===== src/rtl/sfp_stat_pkg.sv =====
package sfp_stat_pkg;
    localparam int NUM_SIG = 3;

    typedef struct packed {
        logic prev;
        logic primed;
        logic flag;
    } trk_state_t;
endpackage


===== src/rtl/sfp_sync_bit.sv =====
module sfp_sync_bit #(
    parameter int STAGES = 2
) (
    input  logic clk,
    input  logic rst_n,
    input  logic async_in,
    output logic sync_o,
    output logic valid_o
);
    typedef struct packed {
        logic [STAGES-1:0] pipe;
        logic [STAGES-1:0] vld;
    } sync_state_t;

    sync_state_t st_d, st_q;

    always_comb begin
        st_d      = st_q;
        st_d.pipe = {st_q.pipe[STAGES-2:0], async_in};
        st_d.vld  = {st_q.vld[STAGES-2:0], 1'b1};
    end

    always_ff @(posedge clk or negedge rst_n) begin
        if (!rst_n) st_q <= '0;
        else        st_q <= st_d;
    end

    assign sync_o  = st_q.pipe[STAGES-1];
    assign valid_o = st_q.vld[STAGES-1];

    // once the pipeline is filled it stays valid until reset
    a_r7_valid_sticky: assert property (@(posedge clk) disable iff (!rst_n)
        valid_o |=> valid_o);
endmodule


===== src/rtl/sfp_change_track.sv =====
module sfp_change_track
    import sfp_stat_pkg::*;
(
    input  logic clk,
    input  logic rst_n,
    input  logic level_i,
    input  logic valid_i,
    input  logic clr_i,
    output logic flag_o
);
    trk_state_t st_d, st_q;
    logic       edge_det;

    always_comb begin
        st_d     = st_q;
        edge_det = st_q.primed && valid_i && (level_i != st_q.prev);
        if (valid_i) begin
            st_d.prev   = level_i;
            st_d.primed = 1'b1;
        end
        st_d.flag = (st_q.flag && !clr_i) || edge_det;
    end

    always_ff @(posedge clk or negedge rst_n) begin
        if (!rst_n) st_q <= '0;
        else        st_q <= st_d;
    end

    assign flag_o = st_q.flag;

    // a detected change shows as a set flag on the next cycle
    a_r2_edge_sets: assert property (@(posedge clk) disable iff (!rst_n)
        edge_det |=> flag_o);
    // without a read the flag holds
    a_r3_sticky: assert property (@(posedge clk) disable iff (!rst_n)
        (flag_o && !clr_i) |=> flag_o);
    // a read with no new change leaves the flag clear
    a_r4_read_clears: assert property (@(posedge clk) disable iff (!rst_n)
        (clr_i && !edge_det) |=> !flag_o);
    // a change in the read cycle survives the read
    a_r5_collision_kept: assert property (@(posedge clk) disable iff (!rst_n)
        (clr_i && edge_det) |=> flag_o);
    // before priming no flag can appear
    a_r7_no_false_flag: assert property (@(posedge clk) disable iff (!rst_n)
        !st_q.primed |=> !flag_o);
endmodule


===== src/rtl/sfp_sideband_status.sv =====
module sfp_sideband_status
    import sfp_stat_pkg::*;
#(
    parameter int DATA_W      = 32,
    parameter int SYNC_STAGES = 2
) (
    input  logic              clk,
    input  logic              rst_n,
    input  logic              rx_los_in,
    input  logic              tx_fault_in,
    input  logic              mod_absent_in,
    input  logic              rd_stb,
    output logic [DATA_W-1:0] rd_data
);
    localparam int PAD_W = DATA_W - 2 * NUM_SIG;

    logic [NUM_SIG-1:0] raw_in;
    logic [NUM_SIG-1:0] level_s;
    logic [NUM_SIG-1:0] valid_s;
    logic [NUM_SIG-1:0] flag_s;

    // bit order of raw_in fixes the status word layout
    assign raw_in = {mod_absent_in, tx_fault_in, rx_los_in};

    for (genvar g = 0; g < NUM_SIG; g++) begin : g_line
        sfp_sync_bit #(.STAGES(SYNC_STAGES)) u_sync (
            .clk     (clk),
            .rst_n   (rst_n),
            .async_in(raw_in[g]),
            .sync_o  (level_s[g]),
            .valid_o (valid_s[g])
        );

        sfp_change_track u_trk (
            .clk    (clk),
            .rst_n  (rst_n),
            .level_i(level_s[g]),
            .valid_i(valid_s[g]),
            .clr_i  (rd_stb),
            .flag_o (flag_s[g])
        );
    end

    assign rd_data = {{PAD_W{1'b0}}, flag_s, level_s};
endmodule


===== config.mk =====
export PLATFORM = sky130hd
export DESIGN_NAME = sfp_sideband_status
export DESIGN_NICKNAME = d
export VERILOG_FILES = /design/src/rtl/sfp_stat_pkg.sv /design/src/rtl/sfp_sync_bit.sv /design/src/rtl/sfp_change_track.sv /design/src/rtl/sfp_sideband_status.sv
export SDC_FILE = /design/constraint.sdc
export NUM_CORES = 1
export LEC_CHECK = 0
export BUFFER_PORTS_ARGS = -buffer_cell sky130_fd_sc_hd__buf_2
export CAP_MARGIN = 30
export CORE_UTILIZATION = 39
export DETAILED_ROUTE_END_ITERATION = 16
export HOLD_SLACK_MARGIN = 0.1
export MAX_ROUTING_LAYER = met4
export PLACE_DENSITY = 0.77
export SLEW_MARGIN = 20
export SYNTH_ARGS = -nofsm -noshare
export SYNTH_HDL_FRONTEND = slang
export SYNTH_SLANG_ARGS = --single-unit

===== constraint.sdc =====
create_clock -name clk -period 0.85 [get_ports clk]
set_input_delay 0.0425 -clock clk [delete_from_list [all_inputs] [get_ports clk]]
set_output_delay 0.0425 -clock clk [all_outputs]
set_load 0.05 [all_outputs]

==> results.rst, run 1 <==
.. list-table::
   :header-rows: 1

   * - Metric
     - Value
   * - Outcome
     - finished with violations
   * - Violations in the final reports
     - setup timing
   * - Clock transition at the register clock pins on the worst setup and hold paths after CTS
     - roughly 0.08 ns
   * - Count of vias placed by the detailed router
     - 380
   * - Core region area
     - approximately 1700 um2
   * - Antenna violations before repair
     - 0
   * - Buffers from clock root to sink, at most
     - 2
   * - Max-cap violation count
     - 0
   * - Fraction of synthesized cell area taken by the top area cell type
     - between 50 and 60%
   * - Max frequency
     - roughly 1100 MHz
   * - Combinational family with the most area after synthesis
     - buffers and inverters
   * - Startpoint kind of the worst setup timing path
     - flip-flop
   * - Worst min path class
     - in -> async
   * - Final-report max-slew violation count
     - 0
   * - Leading post-synthesis cells by cell area
     - sky130_fd_sc_hd__dfrtp_1 52%, sky130_fd_sc_hd__buf_4 33%, sky130_fd_sc_hd__mux2_2 4.7%
   * - Worst flop-to-flop path startpoint
     - g_line[1].u_sync.sync_o$_DFF_PN0_
   * - Drt total wl
     - between 800 and 900 um
   * - Top-level I/O count
     - 38
   * - X dimension of the die
     - approximately 45 um
   * - Number of antenna-violating nets in the routed design
     - 0
   * - Wire length of the first global-routing pass
     - approximately 1300 um
   * - Number of nets in the final layout
     - between 80 and 90
   * - Number of placed instances, taps included
     - 92
   * - Largest area contributor in the synthesized netlist
     - sky130_fd_sc_hd__dfrtp_1
   * - Effective utilization at floorplan
     - 41.9%
   * - Family of cells with the greatest summed delay on the critical path
     - flip-flops
   * - Count of clock tree sinks
     - 15
   * - Post-route setup TNS
     - -0.243 ns
   * - Distinct cells, synth
     - 9
   * - Power density over cell area
     - ~2100 nW/um2
   * - Global routing usage summed across all routing layers
     - approximately a tenth
   * - Data required, critical path
     - 0.81 ns
   * - Vias per cell
     - between 3 and 4
   * - DR pass1 iterations
     - 2
   * - Gate count of the mapped netlist
     - 63
   * - Critical Path AT
     - between 0.8 and 0.9 ns
   * - CTS Buf Count
     - 3
   * - Post-placement worst setup slack
     - -0.0243 ns
   * - Critical-path top delay cell
     - sky130_fd_sc_hd__dfrtp_1
   * - Signed area change from the synthesized netlist to the final layout
     - 16.4%
   * - Avg Synthesized Cell Area
     - roughly 11 um2
   * - Highest ir drop seen on vdd
     - around 1.1 mV
   * - Final weighted congestion in routability-driven placement
     - ~0.7
   * - Lkg Pwr
     - approximately 0.44 nW
   * - Die Y
     - around 45 um
   * - Worst-Skew Late Latency
     - around 0.28 ns
   * - Unrepaired setup endpoints after global routing
     - yes
   * - CTS root buffer
     - sky130_fd_sc_hd__clkbuf_4
   * - Parity-gate share of the synthesized area counting xor and xnor cells
     - under 10%
   * - Final worst-path cycle share
     - 106%
   * - Compound-gate portion of the synthesized area
     - around 2.6%
   * - Type of element capturing the critical path
     - output port
   * - Post-Route Skew
     - 0.00717 ns
   * - Detailed Route Iter0 Violations
     - 1
   * - Number of buffers and inverters on the critical path
     - 1
   * - CTS tree
     - done
   * - Non-filler instance count after layout
     - around 110
   * - Detailed placer's ending HPWL
     - ~550 um
   * - Beginning of the critical path
     - g_line[1].u_sync.sync_o$_DFF_PN0_
   * - Synthesized-area fraction occupied by adder cells
     - 0%
   * - Residual DRC
     - 0
   * - Post-synthesis simple-gate area fraction
     - under 10%
   * - Mux contribution to synthesized area
     - roughly 4.7%
   * - Gr ovfl total
     - 0
   * - Number of H-tree branching levels
     - 1
   * - Average wire per cell in the routed design
     - between 7 and 8 um
   * - Final setup viols
     - 11
   * - Area enclosed by the die boundary
     - a little over 2000 um2
   * - Maximum number of pins on one net before global-route repair
     - 16
   * - Reg-to-reg critical path endpoint
     - g_line[1].u_trk.flag_o$_DFF_PN0_
   * - Critical path peak fanout
     - 3
   * - CP max stage delay
     - approximately 0.42 ns
   * - Fraction of the yosys area taken by sequential cells
     - about half
   * - Hold violation count in the final report
     - 0
   * - Final critical delay including setup and external delays
     - between 0.8 and 0.9 ns
   * - Setup slack on the worst flop-to-flop path
     - -0.02 ns
   * - R2R depth
     - 3
   * - Class of the most critical setup path
     - reg -> out
   * - FP Rows
     - 15
   * - Number of antenna diodes
     - 0
   * - Number of synthesized register bits
     - 15
   * - Ratio of cells with drive above 1 in the final layout
     - roughly a third
   * - Worst path cell trace
     - buf_6
   * - Cell area after technology mapping
     - 723 um2
   * - Via count of the first global-routing pass
     - about 330
   * - I/O Buffers
     - 11
   * - Number of synthesis warnings
     - 0
   * - Worst-case setup margin in the final layout
     - -0.0480 ns
[state kept, by name, indices dropped and copies added, names as in the netlist]
signal                 flops
g_line.u_sync.st_d         4
g_line.u_trk.st_q          4
g_line.u_sync.sync_o       3
g_line.u_trk.flag_o        3
g_line.u_sync.valid_o      1
[cell usage after synthesis, drive strengths merged]
master,count
buf,32
conb,2
dfrtp,15
inv,3
mux2,3
nand2,1
o22ai,3
or2,1
xnor2,3
[power by group]
group | leakage [nW] | internal, mW | switching, mW | total [mW]
Combinational | 0.253 | 0.156 | 0.417 | 0.573
Clock | 0.0150 | 0.182 | 0.206 | 0.388
Sequential | 0.173 | 0.769 | 0.0440 | 0.813
Total | 0.441 | 1.11 | 0.667 | 1.77
[per-layer routing]
| metal | part of all wire (%) | up-vias | GRT usage (%) |
|---|---|---|---|
| met1 | 35 | 180 | 9.09 |
| li1 | - | 168 | - |
| met4 | 0 | 0 | 5.45 |
| met5 | 0 | - | - |
| met2 | 54 | 32 | 16.2 |
| met3 | 11 | 0 | 6.00 |
[logic make-up (layout without fill, tap and decap cells)]
kind of cell           after synthesis  in the layout
buffers and inverters               35             27
AO/OA/AOI/OAI                        3              3
other                                2             27
multiplexers                         3              3
flip-flops                          15             15
XOR/XNOR                             3              3
AND/OR/NAND/NOR                      2              2
[what timing repair did]
| action | 4_1_cts | 5_1_grt |
|---|---|---|
| hold buffers | 5 | 0 |
| setup buffers | 3 | 1 |
| hold endpoints to repair | 21 | 0 |
| resized for setup | 18 | 1 |
| setup endpoints to repair | 9 | 12 |
[cell usage in the layout (no fill, tap or decap), drive strengths merged]
cell type	instances
clkbuf	4
nand2	1
dfrtp	15
o22ai	3
xnor2	3
or2	1
dlygate4sd3	5
conb	27
mux2	3
inv	3
buf	15
[final cells by class]
class,count,area [um2]
multi-input combinational,38,224
timing repair buffer,20,173
sequential,15,377
fill,165,885
tap,25,31.3
inverter,3,11.3
clock buffer,4,26.3
[worst max-delay path by stage]
stage / end / slack, ns / depth (start not counted)
3_3_place_gp: g_line[1].u_trk.st_q[2]$_DFFE_PN0P_ / -0.0007 / 1
4_1_cts: rd_data[1] / -0.06 / 1
6_report: rd_data[1] / -0.05 / 1
5_1_grt: rd_data[0] / -0.09 / 1
3_5_place_dp: g_line[1].u_trk.st_q[2]$_DFFE_PN0P_ / -0.02 / 1
2_1_floorplan: g_line[0].u_trk.st_q[2]$_DFFE_PN0P_ / 0.02 / 1
[worst reg2reg max path, cell delays in order (launching register included)]
cell and delay, ns:
sky130_fd_sc_hd__dfrtp_1 0.42, sky130_fd_sc_hd__buf_4 0.16, sky130_fd_sc_hd__xnor2_2 0.12, sky130_fd_sc_hd__o22ai_1 0.08
[stage by stage]
step	total power, mW	hold slack, ns	cell area (um2)	utilization (%)
2_1_floorplan	1.36	-0.253	817	-
3_3_place_gp	1.28	-0.0529	663	38.4
3_5_place_dp	1.29	-0.0407	663	38.4
4_1_cts	1.78	0.184	831	48.1
5_1_grt	1.86	0.200	842	48.8
6_report	1.77	0.182	842	48.8
Note: power is estimated with default switching activity, not from simulation.
==> run 2, diff against run 1 <==
TNS_END_PERCENT = 30   (was unset)
==> results.rst, run 2 (synthesized netlist as in run 1, its figures left out) <==
.. list-table::
   :header-rows: 1

   * - Metric
     - Value
   * - Outcome
     - finished with violations
   * - Violations in the final reports
     - setup timing
   * - CTS root buffer
     - sky130_fd_sc_hd__clkbuf_4
   * - Average wire per cell in the routed design
     - ~7.6 um
   * - Drt total wl
     - 792 um
   * - Non-filler instance count after layout
     - 104
   * - Core region area
     - about 1700 um2
   * - Global routing usage summed across all routing layers
     - 9.96%
   * - X dimension of the die
     - between 40 and 50 um
   * - Top library cells by usage in the layout, fill and taps aside
     - 27 x sky130_fd_sc_hd__conb_1, 15 x sky130_fd_sc_hd__dfrtp_1, 6 x sky130_fd_sc_hd__buf_6
   * - Post-route setup TNS
     - -0.251 ns
   * - CP max stage delay
     - roughly 0.41 ns
   * - Clock transition at the register clock pins on the worst setup and hold paths after CTS
     - 0.08 ns
   * - Worst-case setup margin in the final layout
     - -0.0396 ns
   * - Power density over cell area
     - roughly 2100 nW/um2
   * - DR pass1 iterations
     - 2
   * - I/O Buffers
     - 11
   * - Post-placement worst setup slack
     - -0.0243 ns
   * - Critical Path AT
     - around 0.85 ns
   * - Highest ir drop seen on vdd
     - approximately 1.1 mV
   * - Critical path peak fanout
     - 3
   * - Area enclosed by the die boundary
     - between 2000 and 2500 um2
   * - CTS tree
     - done
   * - Final-report max-slew violation count
     - 0
   * - Beginning of the critical path
     - g_line[0].u_sync.sync_o$_DFF_PN0_
   * - CP Capture Point
     - rd_data[0]
   * - Final weighted congestion in routability-driven placement
     - between 0.6 and 0.7
   * - Gr ovfl total
     - 0
   * - Number of placed instances, taps included
     - about 90
   * - Crit path depth
     - 1
   * - FF+latch area
     - ~380 um2
   * - Worst-Skew Late Latency
     - 0.28 ns
   * - Area taken by multi-input logic gates
     - between 200 and 250 um2
   * - Type of element capturing the critical path
     - output port
   * - Ratio of cells with drive above 1 in the final layout
     - a little under a third
   * - Detailed Route Iter0 Violations
     - 1
   * - Setup slack on the worst flop-to-flop path
     - -0.02 ns
   * - Max frequency
     - about 1100 MHz
   * - Buffers from clock root to sink, at most
     - 2
   * - Startpoint kind of the worst setup timing path
     - flip-flop
   * - Final setup viols
     - 11
   * - Number of buffers and inverters on the critical path
     - 1
   * - Worst path cell trace
     - buf_6
   * - Wire length of the first global-routing pass
     - around 1300 um
   * - Detailed placer's ending HPWL
     - about 550 um
   * - Post-detailed-placement cell area
     - around 660 um2
   * - R2R depth
     - 1
   * - Post-Route Skew
     - about 0.0062 ns
   * - Final Instance Area
     - between 800 and 900 um2
   * - Number of nets in the final layout
     - 86
   * - FP Rows
     - 15
   * - Signed area change from the synthesized netlist to the final layout
     - 13.7%
   * - Final critical delay including setup and external delays
     - just under 0.9 ns
   * - Residual DRC
     - 0
   * - Final worst-path cycle share
     - 105%
   * - Effective utilization at floorplan
     - between 40% and 50%
   * - Number of antenna-violating nets in the routed design
     - 0
   * - Tightest hold margin
     - approximately 0.18 ns
   * - Unrepaired setup endpoints after global routing
     - yes
   * - Number of antenna diodes
     - 0
   * - Worst min path class
     - in -> async
   * - Via count of the first global-routing pass
     - between 300 and 400
   * - Class of the most critical setup path
     - reg -> out
   * - Vias per cell
     - between 3 and 4
   * - Max-cap violation count
     - 0
   * - Lkg Pwr
     - approximately 0.42 nW
   * - Top-level I/O count
     - 38
   * - Reg-to-reg critical path endpoint
     - g_line[1].u_trk.st_q[2]$_DFFE_PN0P_
   * - Family of cells with the greatest summed delay on the critical path
     - flip-flops
   * - Number of H-tree branching levels
     - 1
   * - Worst flop-to-flop path startpoint
     - g_line[0].u_sync.valid_o$_DFF_PN0_
   * - Antenna violations before repair
     - 0
   * - CTS Buf Count
     - 3
   * - Fill count
     - roughly 160
   * - Die Y
     - ~45 um
   * - Count of vias placed by the detailed router
     - approximately 370
   * - Count of clock tree sinks
     - 15
   * - Most common library cell in the layout ignoring fill and taps
     - sky130_fd_sc_hd__conb_1
   * - Maximum number of pins on one net before global-route repair
     - 16
   * - Hold violation count in the final report
     - 0
   * - Critical-path top delay cell
     - sky130_fd_sc_hd__dfrtp_1
   * - Data required, critical path
     - around 0.81 ns
==> run 2: metal layers <==
| metal | vias to the layer above | GRT usage [%] | routed length (um) |
|---|---|---|---|
| met5 | - | - | 0 |
| met4 | 0 | 5.45 | 0 |
| met3 | 0 | 6.00 | 84 |
| met2 | 30 | 16.8 | 443 |
| li1 | 166 | - | - |
| met1 | 177 | 8.31 | 264 |
==> run 2: stage by stage <==
stage	util (%)	power, mW
2_1_floorplan	-	1.36
3_3_place_gp	38.4	1.28
3_5_place_dp	38.4	1.29
4_1_cts	47.6	1.78
5_1_grt	47.6	1.83
6_report	47.6	1.75
==> run 2: final cells by class <==
type	count	area share [%]
sequential	15	45.7
multi-input combinational	38	25.9
timing repair buffer	19	20.1
tap	25	3.81
clock buffer	4	3.20
inverter	3	1.37
==> run 2: what timing repair did <==
item,in CTS,in global routing
buffers inserted,3,0
pin swaps,0,0
resized for setup,15,0
hold buffers,5,0
endpoints found under the hold margin,21,0
setup endpoints to repair,9,12
==> run 2: power by group <==
group	switching (mW)	leakage [nW]	internal, mW	total, mW
clock	0.204	0.0150	0.182	0.386
combinational	0.414	0.235	0.139	0.553
sequential	0.0415	0.174	0.769	0.810
total	0.659	0.424	1.09	1.75
==> run 2: how the worst min path moves through the flow <==
stage,startpoint,endpoint,slack (ns),depth (start not counted)
2_1_floorplan,rst_n,g_line[0].u_sync.st_d[3]$_DFF_PN0_,-0.25,0
5_1_grt,rst_n,g_line[0].u_trk.st_q[1]$_DFFE_PN0P_,0.20,2
6_report,rst_n,g_line[0].u_trk.flag_o$_DFF_PN0_,0.18,2
3_5_place_dp,rst_n,g_line[1].u_sync.st_d[3]$_DFF_PN0_,-0.04,1
3_3_place_gp,rst_n,g_line[0].u_sync.st_d[3]$_DFF_PN0_,-0.05,1
4_1_cts,rst_n,g_line[0].u_trk.st_q[1]$_DFFE_PN0P_,0.18,2
==> run 3, diff against run 2 <==
CORE_UTILIZATION = 40   (was 39)
PLACE_DENSITY = 0.75   (was 0.77)
SYNTH_HIERARCHICAL = 1   (was unset)
==> results.rst, run 3 <==
.. list-table::
   :header-rows: 1

   * - Metric
     - Value
   * - Critical Path AT
     - 0.88 ns
   * - Number of H-tree branching levels
     - 1
   * - Via count of the first global-routing pass
     - 445
   * - Max-cap violation count
     - 0
   * - CTS Buf Count
     - 3
   * - Sum of met2 wire segment lengths after detailed routing
     - ~540 um
   * - CTS tree
     - done
   * - Worst min path class
     - in -> async
   * - Average wire per cell in the routed design
     - a little over 8 um
   * - Synth top cells by count
     - 26 x sky130_fd_sc_hd__buf_4, 21 x sky130_fd_sc_hd__dfrtp_1, 4 x sky130_fd_sc_hd__conb_1
   * - Unrepaired setup endpoints after global routing
     - yes
   * - FP Rows
     - 16
   * - Final weighted congestion in routability-driven placement
     - 0.657
   * - Most common library cell in the layout ignoring fill and taps
     - sky130_fd_sc_hd__conb_1
   * - Largest area contributor in the synthesized netlist
     - sky130_fd_sc_hd__dfrtp_1
   * - Internal Pwr Total
     - between 1 and 1.5 mW
   * - Number of synthesis warnings
     - 6
   * - Share of synthesized registers carrying an async set or reset
     - 100%
   * - Final-report max-slew violation count
     - 0
   * - Outcome
     - finished with violations
   * - Die Y
     - 48.6 um
   * - Worst path cell trace
     - buf_6
   * - Clock network fraction of design power
     - between 20% and 30%
   * - Data required, critical path
     - 0.81 ns
   * - X dimension of the die
     - roughly 49 um
   * - Hold violation count in the final report
     - 0
   * - Register share of total power
     - about half
   * - Number of synthesized flops with an enable pin
     - 0
   * - Met1 routed wirelength after detailed routing
     - between 300 and 400 um
   * - Worst-Skew Late Latency
     - around 0.29 ns
   * - Critical path peak fanout
     - 2
   * - Gr ovfl total
     - 0
   * - Violations in the final reports
     - setup timing
   * - Max frequency
     - between 1000 and 1500 MHz
   * - Number of placed instances, taps included
     - 106
   * - Antenna violations before repair
     - 0
   * - Clock transition at the register clock pins on the worst setup and hold paths after CTS
     - 0.11 ns
   * - Area enclosed by the die boundary
     - approximately 2400 um2
   * - Number of antenna-violating nets in the routed design
     - 0
   * - Number of buffers and inverters on the critical path
     - 1
   * - Switching power as a share of total power
     - 34.9%
   * - Detailed placer's ending HPWL
     - between 600 and 700 um
   * - Post-placement worst setup slack
     - roughly 0.039 ns
   * - Combinational group share of total power
     - 26.9%
   * - CP max stage delay
     - 0.43 ns
   * - Lkg Pwr
     - approximately 0.52 nW
   * - Distinct cells, synth
     - 9
   * - Critical-path top delay cell
     - sky130_fd_sc_hd__dfrtp_2
   * - Number of nets in the final layout
     - 99
   * - Switching Power
     - around 750 uW
   * - FF+latch area
     - ~530 um2
   * - Effective utilization at floorplan
     - a little over two fifths
   * - Gate count of the mapped netlist
     - 69
   * - Power density over cell area
     - about 2100 nW/um2
   * - Fraction of the yosys area taken by sequential cells
     - around three fifths
   * - Residual DRC
     - 0
   * - Worst-case setup margin in the final layout
     - -0.0725 ns
   * - Non-filler instance count after layout
     - about 120
   * - Signed area change from the synthesized netlist to the final layout
     - 17.9%
   * - Ratio of cells with drive above 1 in the final layout
     - between 20 and 30%
   * - Library cell with the highest instance count after synthesis
     - sky130_fd_sc_hd__buf_4
   * - Highest ir drop seen on vdd
     - 1.21 mV
   * - Fraction of synthesized cell area taken by the top area cell type
     - 60.6%
   * - Vias per cell
     - roughly 3.7
   * - CTS root buffer
     - sky130_fd_sc_hd__clkbuf_4
   * - Drt total wl
     - slightly below 1000 um
   * - Type of element capturing the critical path
     - output port
   * - Avg Synthesized Cell Area
     - 12.6 um2
   * - Wire length of the first global-routing pass
     - 1720 um
   * - Fill count
     - just under 200
   * - Final worst-path cycle share
     - 109%
   * - I/O Buffers
     - 11
   * - Post-route total power
     - around 2.1 mW
   * - Detailed Route Iter0 Violations
     - 0
   * - Final critical delay including setup and external delays
     - a little over 0.9 ns
   * - Top library cells by usage in the layout, fill and taps aside
     - 29 x sky130_fd_sc_hd__conb_1, 18 x sky130_fd_sc_hd__dfrtp_1, 7 x sky130_fd_sc_hd__buf_6
   * - Buffers from clock root to sink, at most
     - 2
   * - Family of cells with the greatest summed delay on the critical path
     - flip-flops
   * - Top flip-flop cell by instance count after synthesis
     - sky130_fd_sc_hd__dfrtp_1
   * - DR pass1 iterations
     - 1
   * - Number of synthesized register bits
     - 21
   * - Count of clock tree sinks
     - 21
   * - Core region area
     - roughly 2000 um2
   * - Global routing usage summed across all routing layers
     - 10.1%
   * - Highest routed layer
     - met4
   * - Post-Route Skew
     - roughly 0.0014 ns
   * - Class of the most critical setup path
     - reg -> out
   * - Cell area after technology mapping
     - 867 um2
   * - Count of vias placed by the detailed router
     - around 450
   * - Startpoint kind of the worst setup timing path
     - flip-flop
   * - Maximum number of pins on one net before global-route repair
     - 22
   * - Number of antenna diodes
     - 0
   * - Area taken by multi-input logic gates
     - roughly 240 um2
   * - Met3 wire length
     - 52 um
   * - Top-level I/O count
     - 38
   * - Final setup viols
     - 12
   * - Leading post-synthesis cells by cell area
     - sky130_fd_sc_hd__dfrtp_1 61%, sky130_fd_sc_hd__buf_4 23%, sky130_fd_sc_hd__mux2_4 5.2%
run 3: worst paths after layout:
| path | slack (ns) | endpoint | startpoint | cells past startpoint |
|---|---|---|---|---|
| setup reg to reg | -0.07 | g_line[1].u_trk/st_q[2]$_DFFE_PN0P_ | g_line[1].u_sync/sync_o$_DFF_PN0_ | 2 |
| setup / recovery | -0.07 | rd_data[2] | g_line[2].u_sync/sync_o$_DFF_PN0_ | 1 |
| max in group asynchronous | 0.31 | g_line[0].u_sync/sync_o$_DFF_PN0_ | rst_n | 2 |
| hold reg to reg | 0.36 | g_line[0].u_sync/sync_o$_DFF_PN0_ | g_line[0].u_sync/st_d[3]$_DFF_PN0_ | 0 |
| hold / removal | 0.21 | g_line[1].u_sync/valid_o$_DFF_PN0_ | rst_n | 2 |
| min in group clk | 0.36 | g_line[0].u_sync/sync_o$_DFF_PN0_ | g_line[0].u_sync/st_d[3]$_DFF_PN0_ | 0 |
run 3: cell type report:
| class | instances | share of cell area (%) |
|---|---|---|
| Multi-Input combinational cell | 44 | 23.9 |
| Tap cell | 27 | 3.30 |
| Clock buffer | 3 | 2.20 |
| Sequential cell | 21 | 51.8 |
| Inverter | 3 | 1.10 |
| Timing Repair Buffer | 20 | 17.3 |
| Clock inverter | 1 | 0.490 |
run 3: cell families after synthesis:
family / Yosys count / share of synthesized area [%]
AOI/OAI and AO/OA: 3 / 2.16
buffers and inverters: 29 / 23.8
xor gates and xnor gates: 3 / 3.03
other: 4 / 1.73
DFF: 21 / 60.6
and+or+nand+nor: 6 / 3.46
muxes: 3 / 5.19
run 3: power by group through the flow:
stage	Clock (mW)	Sequential, mW	Combinational [mW]
6_report	0.454	1.11	0.576
5_1_grt	0.517	1.12	0.602
4_1_cts	0.483	1.11	0.560
3_5_place_dp	0	1.12	0.488
3_3_place_gp	0	1.12	0.484
2_1_floorplan	0	1.22	0.407
run 3: layer usage:
| layer | vias up | track usage (%) |
|---|---|---|
| met3 | 2 | 1.26 |
| met2 | 22 | 17.6 |
| met5 | - | - |
| met1 | 220 | 10.4 |
| li1 | 202 | - |
| met4 | 0 | 7.35 |
run 3: through the flow:
| step | TNS (ns) | cell area, um2 | util [%] | hold slack (ns) |
|---|---|---|---|---|
| 4_1_cts | -0.672 | 1000 | 50.1 | 0.213 |
| 3_3_place_gp | 0 | 858 | 42.9 | 0.000949 |
| 6_report | -0.529 | 1020 | 51.1 | 0.213 |
| 5_1_grt | -0.979 | 1020 | 51.1 | 0.233 |
| 3_5_place_dp | 0 | 858 | 42.9 | 0.0113 |
| 2_1_floorplan | -0.362 | 965 | - | -0.253 |
run 3: what timing repair did:
| item | in CTS | in global routing |
|---|---|---|
| resized for setup | 13 | 2 |
| hold buffers | 5 | 0 |
| endpoints found under the setup margin | 6 | 12 |
| hold endpoints to repair | 27 | 0 |
| setup buffers | 3 | 1 |
